File: config.mk
export PLATFORM = sky130hd
export DESIGN_NAME = prio_irq_ctrl
export DESIGN_NICKNAME = d
export VERILOG_FILES = /design/src/rtl/irq_pkg.sv /design/src/rtl/irq_ext_sync.sv /design/src/rtl/irq_flag_bank.sv /design/src/rtl/irq_ctrl_reg.sv /design/src/rtl/irq_resolve.sv /design/src/rtl/prio_irq_ctrl.sv
export SDC_FILE = /design/constraint.sdc
export NUM_CORES = 1
export LEC_CHECK = 0
export ABC_AREA = 1
export BUFFER_PORTS_ARGS = -buffer_cell sky130_fd_sc_hd__buf_2
export CAP_MARGIN = 20
export CORE_MARGIN = 8
export CORE_UTILIZATION = 50
export CTS_BUF_LIST = sky130_fd_sc_hd__clkbuf_8
export DETAILED_ROUTE_END_ITERATION = 7
export GPL_TIMING_DRIVEN = 0
export HOLD_SLACK_MARGIN = 0.08
export PLACE_DENSITY_LB_ADDON = 0.15
export REMOVE_ABC_BUFFERS = 1
export SETUP_SLACK_MARGIN = 0.4
export SYNTH_ARGS = -nofsm -noshare
export SYNTH_HDL_FRONTEND = slang
export SYNTH_SLANG_ARGS = --single-unit
File: constraint.sdc
create_clock -name clk_i -period 1.8 [get_ports clk_i]
set_input_delay 0.27 -clock clk_i [delete_from_list [all_inputs] [get_ports clk_i]]
set_output_delay 0.27 -clock clk_i [all_outputs]
set_load 0.02 [all_outputs]
File: src/rtl/irq_pkg.sv
package irq_pkg;
  localparam int unsigned NUM_EXT = 4;
  localparam int unsigned CTRL_W  = 8;
  localparam int unsigned CB_HI_EN = 7;
  localparam int unsigned CB_LO_EN = 6;
  localparam int unsigned CB_PRIO  = 5;
  localparam logic [CTRL_W-1:0] CTRL_RST = 8'h0F;

  typedef enum logic [1:0] {
    SEL_CTRL = 2'd0,
    SEL_FLAG = 2'd1,
    SEL_EN   = 2'd2,
    SEL_PRIO = 2'd3
  } reg_sel_e;
endpackage

File: src/rtl/irq_ext_sync.sv
module irq_ext_sync #(
  parameter int unsigned N = 4
) (
  input  logic         clk_i,
  input  logic         rst_ni,
  input  logic [N-1:0] pin_i,
  input  logic [N-1:0] edge_sel_i,
  output logic [N-1:0] evt_o
);
  for (genvar g = 0; g < N; g++) begin : g_pin
    logic [2:0] sh_q; // [0],[1] synchronizer, [2] previous synced value

    always_ff @(posedge clk_i or negedge rst_ni) begin
      if (!rst_ni) sh_q <= '0;
      else         sh_q <= {sh_q[1:0], pin_i[g]};
    end

    assign evt_o[g] = edge_sel_i[g] ? (sh_q[1] & ~sh_q[2]) : (~sh_q[1] & sh_q[2]);

    AST_EDGE_ONE_SHOT: assert property (@(posedge clk_i) disable iff (!rst_ni)
      evt_o[g] |=> !evt_o[g]);
  end
endmodule

File: src/rtl/irq_flag_bank.sv
module irq_flag_bank #(
  parameter int unsigned NS = 12
) (
  input  logic          clk_i,
  input  logic          rst_ni,
  input  logic [NS-1:0] evt_i,
  input  logic          clr_we_i,
  input  logic [NS-1:0] keep_i,
  output logic [NS-1:0] flag_o
);
  logic [NS-1:0] flag_q, flag_d;

  always_comb begin
    flag_d = flag_q;
    if (clr_we_i) flag_d = flag_q & keep_i;
    flag_d = flag_d | evt_i; // set wins over clear
  end

  always_ff @(posedge clk_i or negedge rst_ni) begin
    if (!rst_ni) flag_q <= '0;
    else         flag_q <= flag_d;
  end

  assign flag_o = flag_q;

  AST_EVT_SETS_FLAG: assert property (@(posedge clk_i) disable iff (!rst_ni)
    (|evt_i) |=> ((flag_q & $past(evt_i)) == $past(evt_i)));
  AST_CLR_NEEDS_WRITE: assert property (@(posedge clk_i) disable iff (!rst_ni)
    !clr_we_i |=> (($past(flag_q) & ~flag_q) == '0));
endmodule

File: src/rtl/irq_ctrl_reg.sv
module irq_ctrl_reg
  import irq_pkg::*;
(
  input  logic              clk_i,
  input  logic              rst_ni,
  input  logic              we_i,
  input  logic [CTRL_W-1:0] wdata_i,
  input  logic              take_i,
  input  logic              req_hi_i,
  input  logic              req_lo_i,
  input  logic              ret_i,
  input  logic              ret_hi_i,
  output logic [CTRL_W-1:0] ctrl_o
);
  logic [CTRL_W-1:0] q, d;

  // order: software write, then take clear, then return set
  always_comb begin
    d = q;
    if (we_i) d = wdata_i;
    if (take_i) begin
      if (req_hi_i)      d[CB_HI_EN] = 1'b0;
      else if (req_lo_i) d[CB_LO_EN] = 1'b0;
    end
    if (ret_i) begin
      if (q[CB_PRIO] && !ret_hi_i) d[CB_LO_EN] = 1'b1;
      else                         d[CB_HI_EN] = 1'b1;
    end
  end

  always_ff @(posedge clk_i or negedge rst_ni) begin
    if (!rst_ni) q <= CTRL_RST;
    else         q <= d;
  end

  assign ctrl_o = q;

  AST_HI_TAKE_CLR: assert property (@(posedge clk_i) disable iff (!rst_ni)
    (take_i && req_hi_i && !ret_i) |=> !q[CB_HI_EN]);
  AST_LO_TAKE_KEEP_HI: assert property (@(posedge clk_i) disable iff (!rst_ni)
    (take_i && !req_hi_i && req_lo_i && !ret_i && !we_i)
      |=> (!q[CB_LO_EN] && q[CB_HI_EN] == $past(q[CB_HI_EN])));
  AST_RET_SETS_HI: assert property (@(posedge clk_i) disable iff (!rst_ni)
    (ret_i && (!q[CB_PRIO] || ret_hi_i)) |=> q[CB_HI_EN]);
endmodule

File: src/rtl/irq_resolve.sv
module irq_resolve
  import irq_pkg::*;
#(
  parameter int unsigned NS = 12
) (
  input  logic              clk_i,
  input  logic              rst_ni,
  input  logic [CTRL_W-1:0] ctrl_i,
  input  logic [NS-1:0]     flag_i,
  input  logic [NS-1:0]     en_i,
  input  logic [NS-1:0]     prio_i,
  output logic              irq_hi_o,
  output logic              irq_lo_o
);
  logic [NS-1:0] pend;
  logic ext_pend, per_pend, hi_pend, lo_pend;
  logic hi_en, lo_en, prio_mode;

  assign hi_en     = ctrl_i[CB_HI_EN];
  assign lo_en     = ctrl_i[CB_LO_EN];
  assign prio_mode = ctrl_i[CB_PRIO];

  assign pend     = flag_i & en_i;
  assign ext_pend = |pend[NUM_EXT-1:0];
  assign per_pend = |pend[NS-1:NUM_EXT];
  assign hi_pend  = |(pend & prio_i);
  assign lo_pend  = |(pend & ~prio_i);

  always_comb begin
    if (prio_mode) begin
      irq_hi_o = hi_en & hi_pend;
      irq_lo_o = hi_en & lo_en & lo_pend & ~irq_hi_o;
    end else begin
      irq_hi_o = hi_en & (ext_pend | (lo_en & per_pend));
      irq_lo_o = 1'b0;
    end
  end

  AST_LO_NEEDS_HI_EN: assert property (@(posedge clk_i) disable iff (!rst_ni)
    irq_lo_o |-> (ctrl_i[CB_HI_EN] && ctrl_i[CB_LO_EN] && ctrl_i[CB_PRIO]));
  AST_ONE_LEVEL: assert property (@(posedge clk_i) disable iff (!rst_ni)
    !(irq_hi_o && irq_lo_o));
  AST_HI_NEEDS_EN: assert property (@(posedge clk_i) disable iff (!rst_ni)
    irq_hi_o |-> ctrl_i[CB_HI_EN]);
endmodule

File: src/rtl/prio_irq_ctrl.sv
module prio_irq_ctrl
  import irq_pkg::*;
#(
  parameter int unsigned NP = 8,
  localparam int unsigned NS = NUM_EXT + NP,
  localparam int unsigned DW = (NS > CTRL_W) ? NS : CTRL_W
) (
  input  logic               clk_i,
  input  logic               rst_ni,
  input  logic [NUM_EXT-1:0] ext_pin_i,
  input  logic [NP-1:0]      periph_evt_i,
  input  logic               reg_we_i,
  input  logic [1:0]         reg_sel_i,
  input  logic [DW-1:0]      reg_wdata_i,
  input  logic               vec_take_i,
  input  logic               ret_i,
  input  logic               ret_hi_i,
  output logic [CTRL_W-1:0]  ctrl_o,
  output logic [NS-1:0]      flag_o,
  output logic               irq_hi_o,
  output logic               irq_lo_o
);
  logic [NUM_EXT-1:0] ext_evt;
  logic [NS-1:0]      evt_all;
  logic [NS-1:0]      en_q, prio_q;
  logic               we_ctrl, we_flag, we_en, we_prio;

  assign we_ctrl = reg_we_i && (reg_sel_i == SEL_CTRL);
  assign we_flag = reg_we_i && (reg_sel_i == SEL_FLAG);
  assign we_en   = reg_we_i && (reg_sel_i == SEL_EN);
  assign we_prio = reg_we_i && (reg_sel_i == SEL_PRIO);

  irq_ext_sync #(.N(NUM_EXT)) u_ext (
    .clk_i      (clk_i),
    .rst_ni     (rst_ni),
    .pin_i      (ext_pin_i),
    .edge_sel_i (ctrl_o[NUM_EXT-1:0]),
    .evt_o      (ext_evt)
  );

  assign evt_all = {periph_evt_i, ext_evt};

  irq_flag_bank #(.NS(NS)) u_flags (
    .clk_i    (clk_i),
    .rst_ni   (rst_ni),
    .evt_i    (evt_all),
    .clr_we_i (we_flag),
    .keep_i   (reg_wdata_i[NS-1:0]),
    .flag_o   (flag_o)
  );

  always_ff @(posedge clk_i or negedge rst_ni) begin
    if (!rst_ni) begin
      en_q   <= '0;
      prio_q <= '0;
    end else begin
      if (we_en)   en_q   <= reg_wdata_i[NS-1:0];
      if (we_prio) prio_q <= reg_wdata_i[NS-1:0];
    end
  end

  irq_ctrl_reg u_ctrl (
    .clk_i    (clk_i),
    .rst_ni   (rst_ni),
    .we_i     (we_ctrl),
    .wdata_i  (reg_wdata_i[CTRL_W-1:0]),
    .take_i   (vec_take_i),
    .req_hi_i (irq_hi_o),
    .req_lo_i (irq_lo_o),
    .ret_i    (ret_i),
    .ret_hi_i (ret_hi_i),
    .ctrl_o   (ctrl_o)
  );

  irq_resolve #(.NS(NS)) u_res (
    .clk_i    (clk_i),
    .rst_ni   (rst_ni),
    .ctrl_i   (ctrl_o),
    .flag_i   (flag_o),
    .en_i     (en_q),
    .prio_i   (prio_q),
    .irq_hi_o (irq_hi_o),
    .irq_lo_o (irq_lo_o)
  );

  AST_NO_REQ_DISABLED: assert property (@(posedge clk_i) disable iff (!rst_ni)
    (irq_hi_o || irq_lo_o) |-> ((flag_o & en_q) != '0));
endmodule

# [Word-level counts from Yosys, hierarchy flattened]
# Cells that the tools add are included.
[word_totals] register_bits=56 elab_cells=68
[classes] n_mux=15 n_reduce_logical=11 n_eq_ne=3 bitwise_logic=30
[op_table] cell="$and A12 B12 Y12" count=4
[op_table] cell="$reduce_or A12 Y1" count=2
[op_table] cell="$and A1 B1 Y1" count=14
[op_table] cell="$mux W12" count=1
[op_table] cell="$not A12 Y12" count=1
[op_table] cell="$or A12 B12 Y12" count=1
[op_table] cell="$mux W1" count=11
[op_table] cell="$not A1 Y1" count=9
[op_table] cell="$mux W8" count=1
[op_table] cell="$reduce_or A8 Y1" count=1
[op_table] cell="$logic_and A1 B1 Y1" count=5
[op_table] cell="$eq A2 B2 Y1 const B" count=2
[op_table] cell="$mux W2" count=2
[op_table] cell="$reduce_or A4 Y1" count=1
[op_table] cell="$eq A2 B1 Y1 const B" count=1
[op_table] cell="$logic_not A2 Y1" count=1
[op_table] cell="$logic_not A1 Y1" count=1
[op_table] cell="$or A1 B1 Y1" count=1

# [Longest topological paths before layout]
# Gate-level depths: netlist (run 1).
[logic_depth] ltp_word=12 mapped_depth=9

# [By module]
# A second synthesis (run 1) with hierarchy kept.
[hier_totals] cells_unflattened=351 area_unflattened_um2=2705.1
[by_module_without_submodules] module="prio_irq_ctrl" area_per_inst_um2=1041.0 n_inst=1 cells_each=112 seq_area_each_um2=600.6
[by_module_without_submodules] module="irq_flag_bank" area_per_inst_um2=536.8 n_inst=1 cells_each=73 seq_area_each_um2=300.3
[by_module_without_submodules] module="irq_ext_sync" area_per_inst_um2=400.4 n_inst=1 cells_each=36 seq_area_each_um2=300.3
[by_module_without_submodules] module="irq_ctrl_reg" area_per_inst_um2=364.1 n_inst=1 cells_each=45 seq_area_each_um2=205.2
[by_module_without_submodules] module="irq_resolve" area_per_inst_um2=362.8 n_inst=1 cells_each=85 seq_area_each_um2=0.0

# [Worst setup path before layout (run 1)]
# Ideal clock, no wire load.
[synth_path] path_type="register -> output" start="register u_flags.flag_q[6], in the netlist u_flags.flag_o[6]" end="output port irq_lo_o" t_required_ns=1.530 arrival_time_ns=1.133 path_slack_ns=0.397 stages_incl_launch_ff=7 n_path_buf=0 path_cell_list="dfrtp_1 -> nand3_1 -> nand2_1 -> nor2_1 -> nand3_1 -> nor2_1 -> and2_1"
[synth_via] elab_chain_len=7 elab_cells_between_ends=10 cone_classes="1 x mux; 7 x bitwise; 2 x reduce/logical"
[synth_rtl] item="start, declared" line_no="irq_flag_bank.sv:11" text="logic [NS-1:0] flag_q, flag_d;"
[synth_rtl] item="start signal, assigned" line_no="irq_flag_bank.sv:21" text="else flag_q <= flag_d;"
[synth_rtl] item="$and A12 B12 Y12 (*)" line_no="irq_resolve.sv:23" text="assign pend = flag_i & en_i;"
[synth_rtl] item="$and A12 B12 Y12" line_no="irq_resolve.sv:26" text="assign hi_pend = |(pend & prio_i);"
[synth_rtl] item="$reduce_or A12 Y1" line_no="irq_resolve.sv:26"
[synth_rtl] item="$and A1 B1 Y1" line_no="irq_resolve.sv:31" text="irq_hi_o = hi_en & hi_pend;"
[synth_rtl] item="$not A1 Y1" line_no="irq_resolve.sv:32" text="irq_lo_o = hi_en & lo_en & lo_pend & ~irq_hi_o;"
[synth_rtl] item="$and A1 B1 Y1 (*)" line_no="irq_resolve.sv:32"
[synth_rtl] item="$mux W1 (*)" line_no="irq_resolve.sv:30" text="if (prio_mode) begin"
[synth_rtl] item="end, declared" line_no="prio_irq_ctrl.sv:21" text="output logic irq_lo_o"
# Every way passes the cells marked *; elsewhere a longest branch is shown, timed or not.

# [Final worst setup path (run 1)]
[layout_path] start="register u_flags.flag_q[7], in the netlist u_flags.flag_o[7]" end="output port irq_hi_o"
[layout_via] elab_chain_len=6 elab_cells_between_ends=9 cone_classes="1 x mux; 6 x bitwise; 2 x reduce/logical"
[layout_rtl] item="$and A12 B12 Y12 (*)" line_no="irq_resolve.sv:23"
[layout_rtl] item="$reduce_or A8 Y1" line_no="irq_resolve.sv:25" text="assign per_pend = |pend[NS-1:NUM_EXT];"
[layout_rtl] item="$and A1 B1 Y1" line_no="irq_resolve.sv:34" text="irq_hi_o = hi_en & (ext_pend | (lo_en & per_pend));"
[layout_rtl] item="$or A1 B1 Y1" line_no="irq_resolve.sv:34"
[layout_rtl] item="$and A1 B1 Y1" line_no="irq_resolve.sv:34"
[layout_rtl] item="$mux W1 (*)" line_no="irq_resolve.sv:30"
[layout_rtl] item="end, declared" line_no="prio_irq_ctrl.sv:20" text="output logic irq_hi_o,"
# Marked as above.

==> results of run 1 <==
## worst paths after layout
path                                         from                     end  slack, ns  cells after the start
min in group asynchronous                  rst_ni                en_q[11]       0.48                      2
max                             u_flags.flag_o[7]                irq_hi_o       0.04                      8
max reg2reg                     u_flags.flag_o[7]        u_ctrl.ctrl_o[7]       0.55                     10
min                               periph_evt_i[4]       u_flags.flag_o[8]       0.14                      3
min reg2reg                u_ext.g_pin[2].sh_q[0]  u_ext.g_pin[2].sh_q[1]       0.36                      0
max in group asynchronous                  rst_ni        u_ctrl.ctrl_o[3]       0.70                      3
## through the flow
| step | cells | setup WS, ns | power [mW] |
|---|---|---|---|
| 2_1_floorplan | 276 | 0.397 | 1.95 |
| 3_3_place_gp | 396 | 0.315 | 2.17 |
| 3_5_place_dp | 397 | 0.238 | 2.19 |
| 4_1_cts | 416 | 0.0345 | 2.94 |
| 5_1_grt | 417 | -0.0764 | 3.13 |
| 6_report | 417 | 0.0384 | 2.94 |
## cells in the final DEF (no fill, tap or decap), types with 3 or more instances in the layout
cell type,instances
clkbuf_8,5
dfstp_2,4
o21ai_0,39
buf_2,51
nand2_2,3
buf_4,7
nand2_1,87
nand3_2,12
nand3_1,9
nand3b_1,3
o21ai_2,8
dfrtp_1,51
dlygate4sd3_1,5
o211ai_1,4
inv_1,30
nor2_1,13
## power groups by stage
stage,clock [mW],combinational (mW),sequential (mW)
floorplan,0,0.342,1.61
global placement,0,0.598,1.57
detailed placement,0,0.618,1.57
CTS,0.692,0.683,1.56
global route,0.742,0.791,1.60
finish,0.674,0.692,1.57
## flip-flops by register name, summed over array words and instances (netlist names)
signal,cells
u_ctrl.ctrl_o,8
u_flags.flag_o,12
u_ext.g_pin.sh_q,12
en_q,12
prio_q,12
## what timing repair did
action | in CTS | in global routing
buffers inserted | 6 | 1
resized for setup | 18 | 8
setup endpoints to repair | 2 | 7
hold endpoints to repair | 27 | 0
pin swaps | 12 | 1
hold buffers | 5 | 0
## layout make-up
type | count | area, sq um
Timing Repair Buffer | 66 | 400
Sequential cell | 56 | 1410
Multi-Input combinational cell | 189 | 955
Clock buffer | 5 | 68.8
Fill cell | 433 | 1670
Tap cell | 67 | 83.8
Clock inverter | 3 | 20.0
Inverter | 31 | 116
## routing by layer
metal	up-vias	wire [microns]
met1	946	2410
met5	-	0
li1	1035	-
met2	48	2690
met4	0	60
met3	7	299
## cells by family after synthesis
| group | share of synthesized area |
|---|---|
| compound gates | 0.126 |
| buf+inv | 0.0646 |
| flops | 0.577 |
| simple gates | 0.233 |
## worst reg2reg max path: cells and delay by family, from the launching register on
family | cells | cell delay, ns
AND/OR/NAND/NOR | 9 | 0.65
flip-flops | 1 | 0.44
buffers and inverters | 1 | 0.13
==> results.ini, run 1 <==
[status]
outcome=finished, final reports clean

[power_and_ir_drop]
ir_worst_vdd_mv=0.572
pwr-share-seq=0.535
p_per_area_nw_per_um2=962
pwr-share-clk=0.230
swShare=0.323
intPower_mw=1.99
p_sw_uw=948
comb_power_share=0.236
p_leak_nw=1.53

[drt]
viasPerCell=4.88
dr.pass1.iters=5
ant_nets=0
wl_per_cell_microns=13.1
drt-total-wl_microns=5460
vias=2036
drt-initial-drc-count=104
drc=0

[global_route]
grt_antenna_before_repair=0
gr-total-overflow=0
grt_max_degree=34
use_met2=0.265
track_usage=0.160
grt.met1_usage=0.195
grt_use_met3=0.0449
grt_pass1_vias=2103
grt_pass1_wl_microns=9510
busiest_layer=met2

[synthesis]
yosys-top-cells-count=nand2_1, dfrtp_1, o21ai_0
synth_top_area_share=0.534
synth_cells=282
synth_area_leaders=dfrtp_1, nand2_1, o21ai_0, inv_1, dfstp_2
synth_area_per_cell_sq_um=8.65
ys_seq_elements=56
yosysSeqAreaShare=0.577
yosysTopAreaCell=dfrtp_1
synth-edff-count=0
yosys_warnings=0
ys_types=22
async_flop_share=1.00
synth_ff_type=dfrtp_1
yosysMostFrequentCell=nand2_1
syn_area_sq_um=2440

[placed_design]
hpwl_microns=3910
dpl_cell_area_sq_um=2770
io_buffer_count=53
gp_congestion=0.876

[worst_setup_path]
critical_path_arrival_ns=1.49
slowest_stage=dfrtp_1
critPathBufInv=1
crit_path_max_incr_delay_ns=0.44
worstPathMaxFanout=4
cpMostUsedCell=nand2_1
cp-start-kind=register
path_cells=nand2_2, nand2_1, nor2_1, nand2_1, nand2_1, nand2_2, and3_4, buf_6
critical_path.top_delay_family=simple AND/OR/NAND/NOR gates
cp_data_required_time_ns=1.53
critical_path_class=register to output pin
end_kind=output pin

[die]
die_y_microns=85.8
core.rowCount=25
die_area_sq_um=7370
start_util=0.516
core_sq_um=4720
top_level_ports=54
die_w_microns=85.8

[final_layout]
nets=381
final_cell_area_sq_um=3050
drive_above_1_share=0.294
area.growth.synth_to_final_pct=25.1
n_antenna_cell=0
final_util=0.646

[timing]
setup_viol_count_final=0
slew_headroom=0.450
timing.hold.ws_ns=0.138
finalMaxSlewViolations=0
worst_slew_pin_slew_ns=0.823
fmax_mhz=568
finalHoldViolCount=0
min_period_ns=1.76
totalNegativeSetupSlack_ns=0
finClkSkew_ns=0.00634
rsz0062_at_grt=true
finalCritPeriodShare=0.979

[clock_network]
cts_tree=done
cts_buffer_depth=2
cts.clk_slew.worst_paths_ns=0.10
cts_max_level=2
cts_sinks=56
insertion_delay_ns=0.31
cts_root_buf=clkbuf_8
numCtsBuffers=5

[hold_path]
hold_class=primary input to register

[job]
cap_viol_max_count=0

Note: power is estimated with default switching activity, not from simulation.
==> run 2: changes to the inputs <==
- CORE_UTILIZATION: 50 -> 60
- GPL_TIMING_DRIVEN: 0 -> not set
==> run 2 against run 1 <==
  * Sequential share of layout area is 1.2 points lower
  * Utilization is 15 points higher
  * Via count is 6.2% higher
  * Fmax is 0.15% higher
  * Setup slack better by 0.0026 ns
  * Clock power is 22% higher
  * Die area is 14% lower
  * Sequential cell count stayed put
  * Design area is 2.7% higher
  * Critical path depth is 1 lower
  * Clock skew hardly changed
  * First-iteration DRC count is 37% higher
  * Critical path type unchanged
  * Critical endpoint is now irq_lo_o
  * Largest power group unchanged
==> results.ini, run 2 (same netlist as run 1, synthesis figures left out) <==
[status]
outcome=finished, final reports clean

[timing]
slew_headroom=0.624
totalNegativeSetupSlack_ns=0
min_period_ns=1.76
finClkSkew_ns=0.00607
fmax_mhz=569
setup_viol_count_final=0
finalHoldViolCount=0
rsz0062_at_grt=true
worst_slew_pin_slew_ns=0.563
finalCritPeriodShare=0.977
finalMaxSlewViolations=0

[power_and_ir_drop]
p_per_area_nw_per_um2=1010
intPower_mw=2.17
pwr-share-seq=0.498
swShare=0.311
comb_power_share=0.240
p_total_mw=3.15
ir_worst_vdd_mv=0.698
pwr-share-clk=0.262
p_sw_uw=980
p_leak_nw=1.59

[clock_network]
cts.clk_slew.worst_paths_ns=0.10
cts_max_level=2
insertion_delay_ns=0.32
numCtsBuffers=5
cts_tree=done
cts_sinks=56
cts_buffer_depth=2
cts_root_buf=clkbuf_8

[worst_setup_path]
worstPathMaxFanout=3
critical_path_class=register to output pin
cp-start-kind=register
cp_data_required_time_ns=1.53
critical_path_arrival_ns=1.49
rr_startpoint=u_flags.flag_o[9]
end_kind=output pin
rrSetupSlack_ns=0.56
reg2reg_depth=8
endpoint=irq_lo_o
crit_start=u_flags.flag_o[9]
r2r_end=u_ctrl.ctrl_o[6]

[placed_design]
post-place-cells=383
hpwl_microns=3920
io_buffer_count=53
gp_congestion=0.900
dpl_cell_area_sq_um=2770

[final_layout]
n_antenna_cell=0
final_cell_area_sq_um=3140
final_common_cell=nand2_1
final_cells=409
drive_above_1_share=0.320
fillCellCount=275
final_cell_mix=nand2_1, dfrtp_1, buf_2
nets=390
area.growth.synth_to_final_pct=28.6
final_util=0.795

[hold_path]
hold_class=primary input to register

[die]
die_area_sq_um=6360
core_sq_um=3940
die_y_microns=79.8
core.rowCount=23
die_w_microns=79.8
start_util=0.619
top_level_ports=54

[drt]
dr.pass1.iters=4
viasPerCell=5.29
vias=2163
drc=0
drt-initial-drc-count=142
wl_per_cell_microns=14.1
drt-total-wl_microns=5750
ant_nets=0

[global_route]
grt_max_degree=57
grt_antenna_before_repair=0
grt_pass1_vias=2131
grt_pass1_wl_microns=9590
track_usage=0.193
gr-total-overflow=0

[job]
cap_viol_max_count=0

run 2: changes by cell type in the layout (fill, tap and decap cells not counted), sizes merged:
| cell | change |
|---|---|
| bufinv | +1 |
| clkinvlp | -1 |
| inv | -1 |
| buf | +9 |
| clkinv | +1 |
run 2: metal layers:
layer / global-route usage / up-vias / wire length (microns)
li1: - / 1060 / -
met1: 0.221 / 1042 / 2310
met3: 0.0597 / 9 / 383
met4: 0.0855 / 0 / 95
met2: 0.324 / 52 / 2960
met5: 0 / - / 0
run 2: power groups by stage:
stage / Sequential (mW) / Clock (mW) / Combinational (mW)
2_1_floorplan: 1.61 / 0 / 0.342
3_3_place_gp: 1.57 / 0 / 0.609
3_5_place_dp: 1.57 / 0 / 0.625
4_1_cts: 1.56 / 0.844 / 0.716
5_1_grt: 1.59 / 0.889 / 0.848
6_report: 1.57 / 0.825 / 0.756
run 2: worst min-delay path by stage:
stage,slack (ns),cells past startpoint,endpoint,from
floorplan,-0.03,0,en_q[0],rst_ni
global placement,0.29,2,u_flags.flag_o[10],rst_ni
detailed placement,0.29,2,u_flags.flag_o[10],rst_ni
CTS,0.12,3,u_flags.flag_o[9],periph_evt_i[5]
global route,0.13,3,u_flags.flag_o[5],periph_evt_i[1]
finish,0.13,3,u_flags.flag_o[9],periph_evt_i[5]
run 2: area by class of cell:
type	instances	area, sq um	area share
Inverter	31	116	0.0371
Tap cell	50	62.6	0.0200
Sequential cell	56	1410	0.449
Clock inverter	3	47.5	0.0152
Clock buffer	5	68.8	0.0219
Timing Repair Buffer	75	478	0.152
Multi-Input combinational cell	189	955	0.304
run 2: timing repair:
item | CTS | global route
endpoints found under the hold margin | 56 | 0
hold buffers | 5 | 0
setup buffers | 10 | 3
pin swaps | 14 | 8
setup endpoints to repair | 2 | 2
resized for setup | 21 | 10
run 2: critical path: stages (launching register included):
cell and delay, ns:
dfrtp_1 0.44, nand3_2 0.10, nand2_1 0.06, nor2_1 0.10
nand3_1 0.10, nor2_2 0.11, and2_4 0.15, buf_6 0.10
run 2: stage by stage:
step	hold WS (ns)	setup WS, ns
floorplan	-0.0256	0.397
global placement	0.288	0.322
detailed placement	0.289	0.285
CTS	0.122	0.0284
global route	0.133	-0.0623
finish	0.129	0.0410
==> run 3: changes to the inputs <==
- PLACE_DENSITY: not set -> 0.87
- PLACE_DENSITY_LB_ADDON: 0.15 -> not set
==> run 3 against run 2 <==
  * The flow now finishes with violations (negative setup slack)
  * Utilization up 0.064 points
  * Die area stayed put
  * Sequential power barely moved
  * Routed wire length up 11%
  * Total power increased by 1.4%
  * Via count up 5.4%
  * Cell count stayed put
  * Register-to-register slack lost 0.55 ns
  * Hold slack worse by 0.0076 ns
  * Setup slack got worse by 0.14 ns
  * First-iteration DRC count grew 36%
  * Critical path depth is 1 lower
==> results.ini, run 3 (same netlist as run 1, synthesis figures left out) <==
[die]
top_level_ports=54
core_sq_um=3940
die_y_microns=79.8
core.rowCount=23
start_util=0.619
die_w_microns=79.8
die_area_sq_um=6360

[clock_network]
cts_tree=done
cts_root_buf=clkbuf_8
cts_max_level=2
insertion_delay_ns=0.31
numCtsBuffers=5
cts_sinks=56
cts_buffer_depth=2
cts.clk_slew.worst_paths_ns=0.11

[final_layout]
nets=390
n_antenna_cell=0
final_cell_area_sq_um=3140
final_cell_mix=nand2_1, buf_2, dfrtp_1
fillCellCount=254
drive_above_1_share=0.320
final_common_cell=nand2_1
area.growth.synth_to_final_pct=28.7
final_cells=409

[worst_setup_path]
worstPathMaxFanout=4
rr_startpoint=u_flags.flag_o[3]
cp-start-kind=register
critical_path_class=register to output pin
reg2reg_depth=12
critical_path_arrival_ns=1.63
end_kind=output pin
rrSetupSlack_ns=0.01
endpoint=irq_lo_o
cp_data_required_time_ns=1.53
crit_start=en_q[5]
r2r_end=u_ctrl.ctrl_o[7]

[timing]
slew_headroom=0.660
finalHoldViolCount=0
finalCritPeriodShare=1.05
rsz0062_at_grt=true
finClkSkew_ns=0.0101
min_period_ns=1.90
worst_slew_pin_slew_ns=0.509
fmax_mhz=527
setup_ws_ns=-0.0965
finalMaxSlewViolations=0
timing.hold.ws_ns=0.121
setup_viol_count_final=2

[hold_path]
hold_class=primary input to register

[power_and_ir_drop]
p_total_mw=3.20
ir_worst_vdd_mv=0.632
intPower_mw=2.17
p_sw_mw=1.03
pwr-share-clk=0.260
p_per_area_nw_per_um2=1020
swShare=0.322
pwr-share-seq=0.494
p_leak_nw=1.58
comb_power_share=0.246

[drt]
drt-initial-drc-count=193
viasPerCell=5.57
drc=0
dr.pass1.iters=7
ant_nets=0
wl_per_cell_microns=15.6
vias=2280
drt-total-wl_microns=6370

[placed_design]
hpwl_microns=4080
dpl_cell_area_sq_um=2770
post-place-cells=383
io_buffer_count=53
pre_cts_slack_ns=0.233
gp_congestion=0.927

[global_route]
grt_pass1_wl_microns=10400
grt_max_degree=57
track_usage=0.205
grt_pass1_vias=2278
gr-total-overflow=0
grt_antenna_before_repair=0

[status]
violations=negative setup slack
outcome=finished with violations

[job]
cap_viol_max_count=0

## run 3: changes by cell type in the layout (fill, tap and decap cells not counted), sizes merged
cell / change
clkinvlp: +1
clkinv: -1
## run 3: worst min-delay path by stage
| stage | slack, ns | from | to | depth (start not counted) |
|---|---|---|---|---|
| global placement | 0.29 | rst_ni | en_q[10] | 2 |
| finish | 0.12 | periph_evt_i[5] | u_flags.flag_o[9] | 3 |
| floorplan | -0.03 | rst_ni | en_q[0] | 0 |
| detailed placement | 0.29 | rst_ni | en_q[10] | 2 |
| global route | 0.13 | periph_evt_i[5] | u_flags.flag_o[9] | 3 |
| CTS | 0.13 | periph_evt_i[5] | u_flags.flag_o[9] | 3 |
## run 3: final cells by class
cell class,count,area (sq um),area share
clock inverter,3,42.5,0.0136
clock buffer,5,68.8,0.0219
sequential,56,1410,0.449
tap,50,62.6,0.0199
inverter,31,116,0.0371
timing repair buffer,75,479,0.153
multi-input combinational,189,960,0.306
## run 3: critical path: stages, from the launching register on
cell and delay (ns):
dfrtp_1 0.48, nand3b_1 0.18, o21ai_1 0.10, nor2_1 0.16, nand3_2 0.11, and2_4 0.17
buf_6 0.12
## run 3: per-stage QoR
step	setup TNS, ns	utilization
6_report	-0.151	0.796
5_1_grt	-0.294	0.796
3_3_place_gp	0	0.702
3_5_place_dp	0	0.702
2_1_floorplan	0	-
4_1_cts	0	0.787
## run 3: power groups by stage
| stage | Sequential (mW) | Combinational (mW) | Clock [mW] |
|---|---|---|---|
| finish | 1.58 | 0.787 | 0.831 |
| global route | 1.60 | 0.873 | 0.871 |
| CTS | 1.56 | 0.749 | 0.824 |
| detailed placement | 1.57 | 0.632 | 0 |
| global placement | 1.57 | 0.607 | 0 |
| floorplan | 1.61 | 0.342 | 0 |
## run 3: routing by layer
metal | up-vias | global-route usage | share of wire
li1 | 1053 | - | -
met2 | 129 | 0.343 | 0.50
met3 | 20 | 0.0631 | 0.090
met1 | 1078 | 0.236 | 0.39
met5 | - | 0 | 0
met4 | 0 | 0.0945 | 0.021
## run 3: repair_timing
action / CTS / global route
hold buffers: 5 / 0
buffers inserted: 13 / 0
resized for setup: 22 / 10
endpoints found under the hold margin: 56 / 0
pin swaps: 19 / 9
setup endpoints to repair: 2 / 3
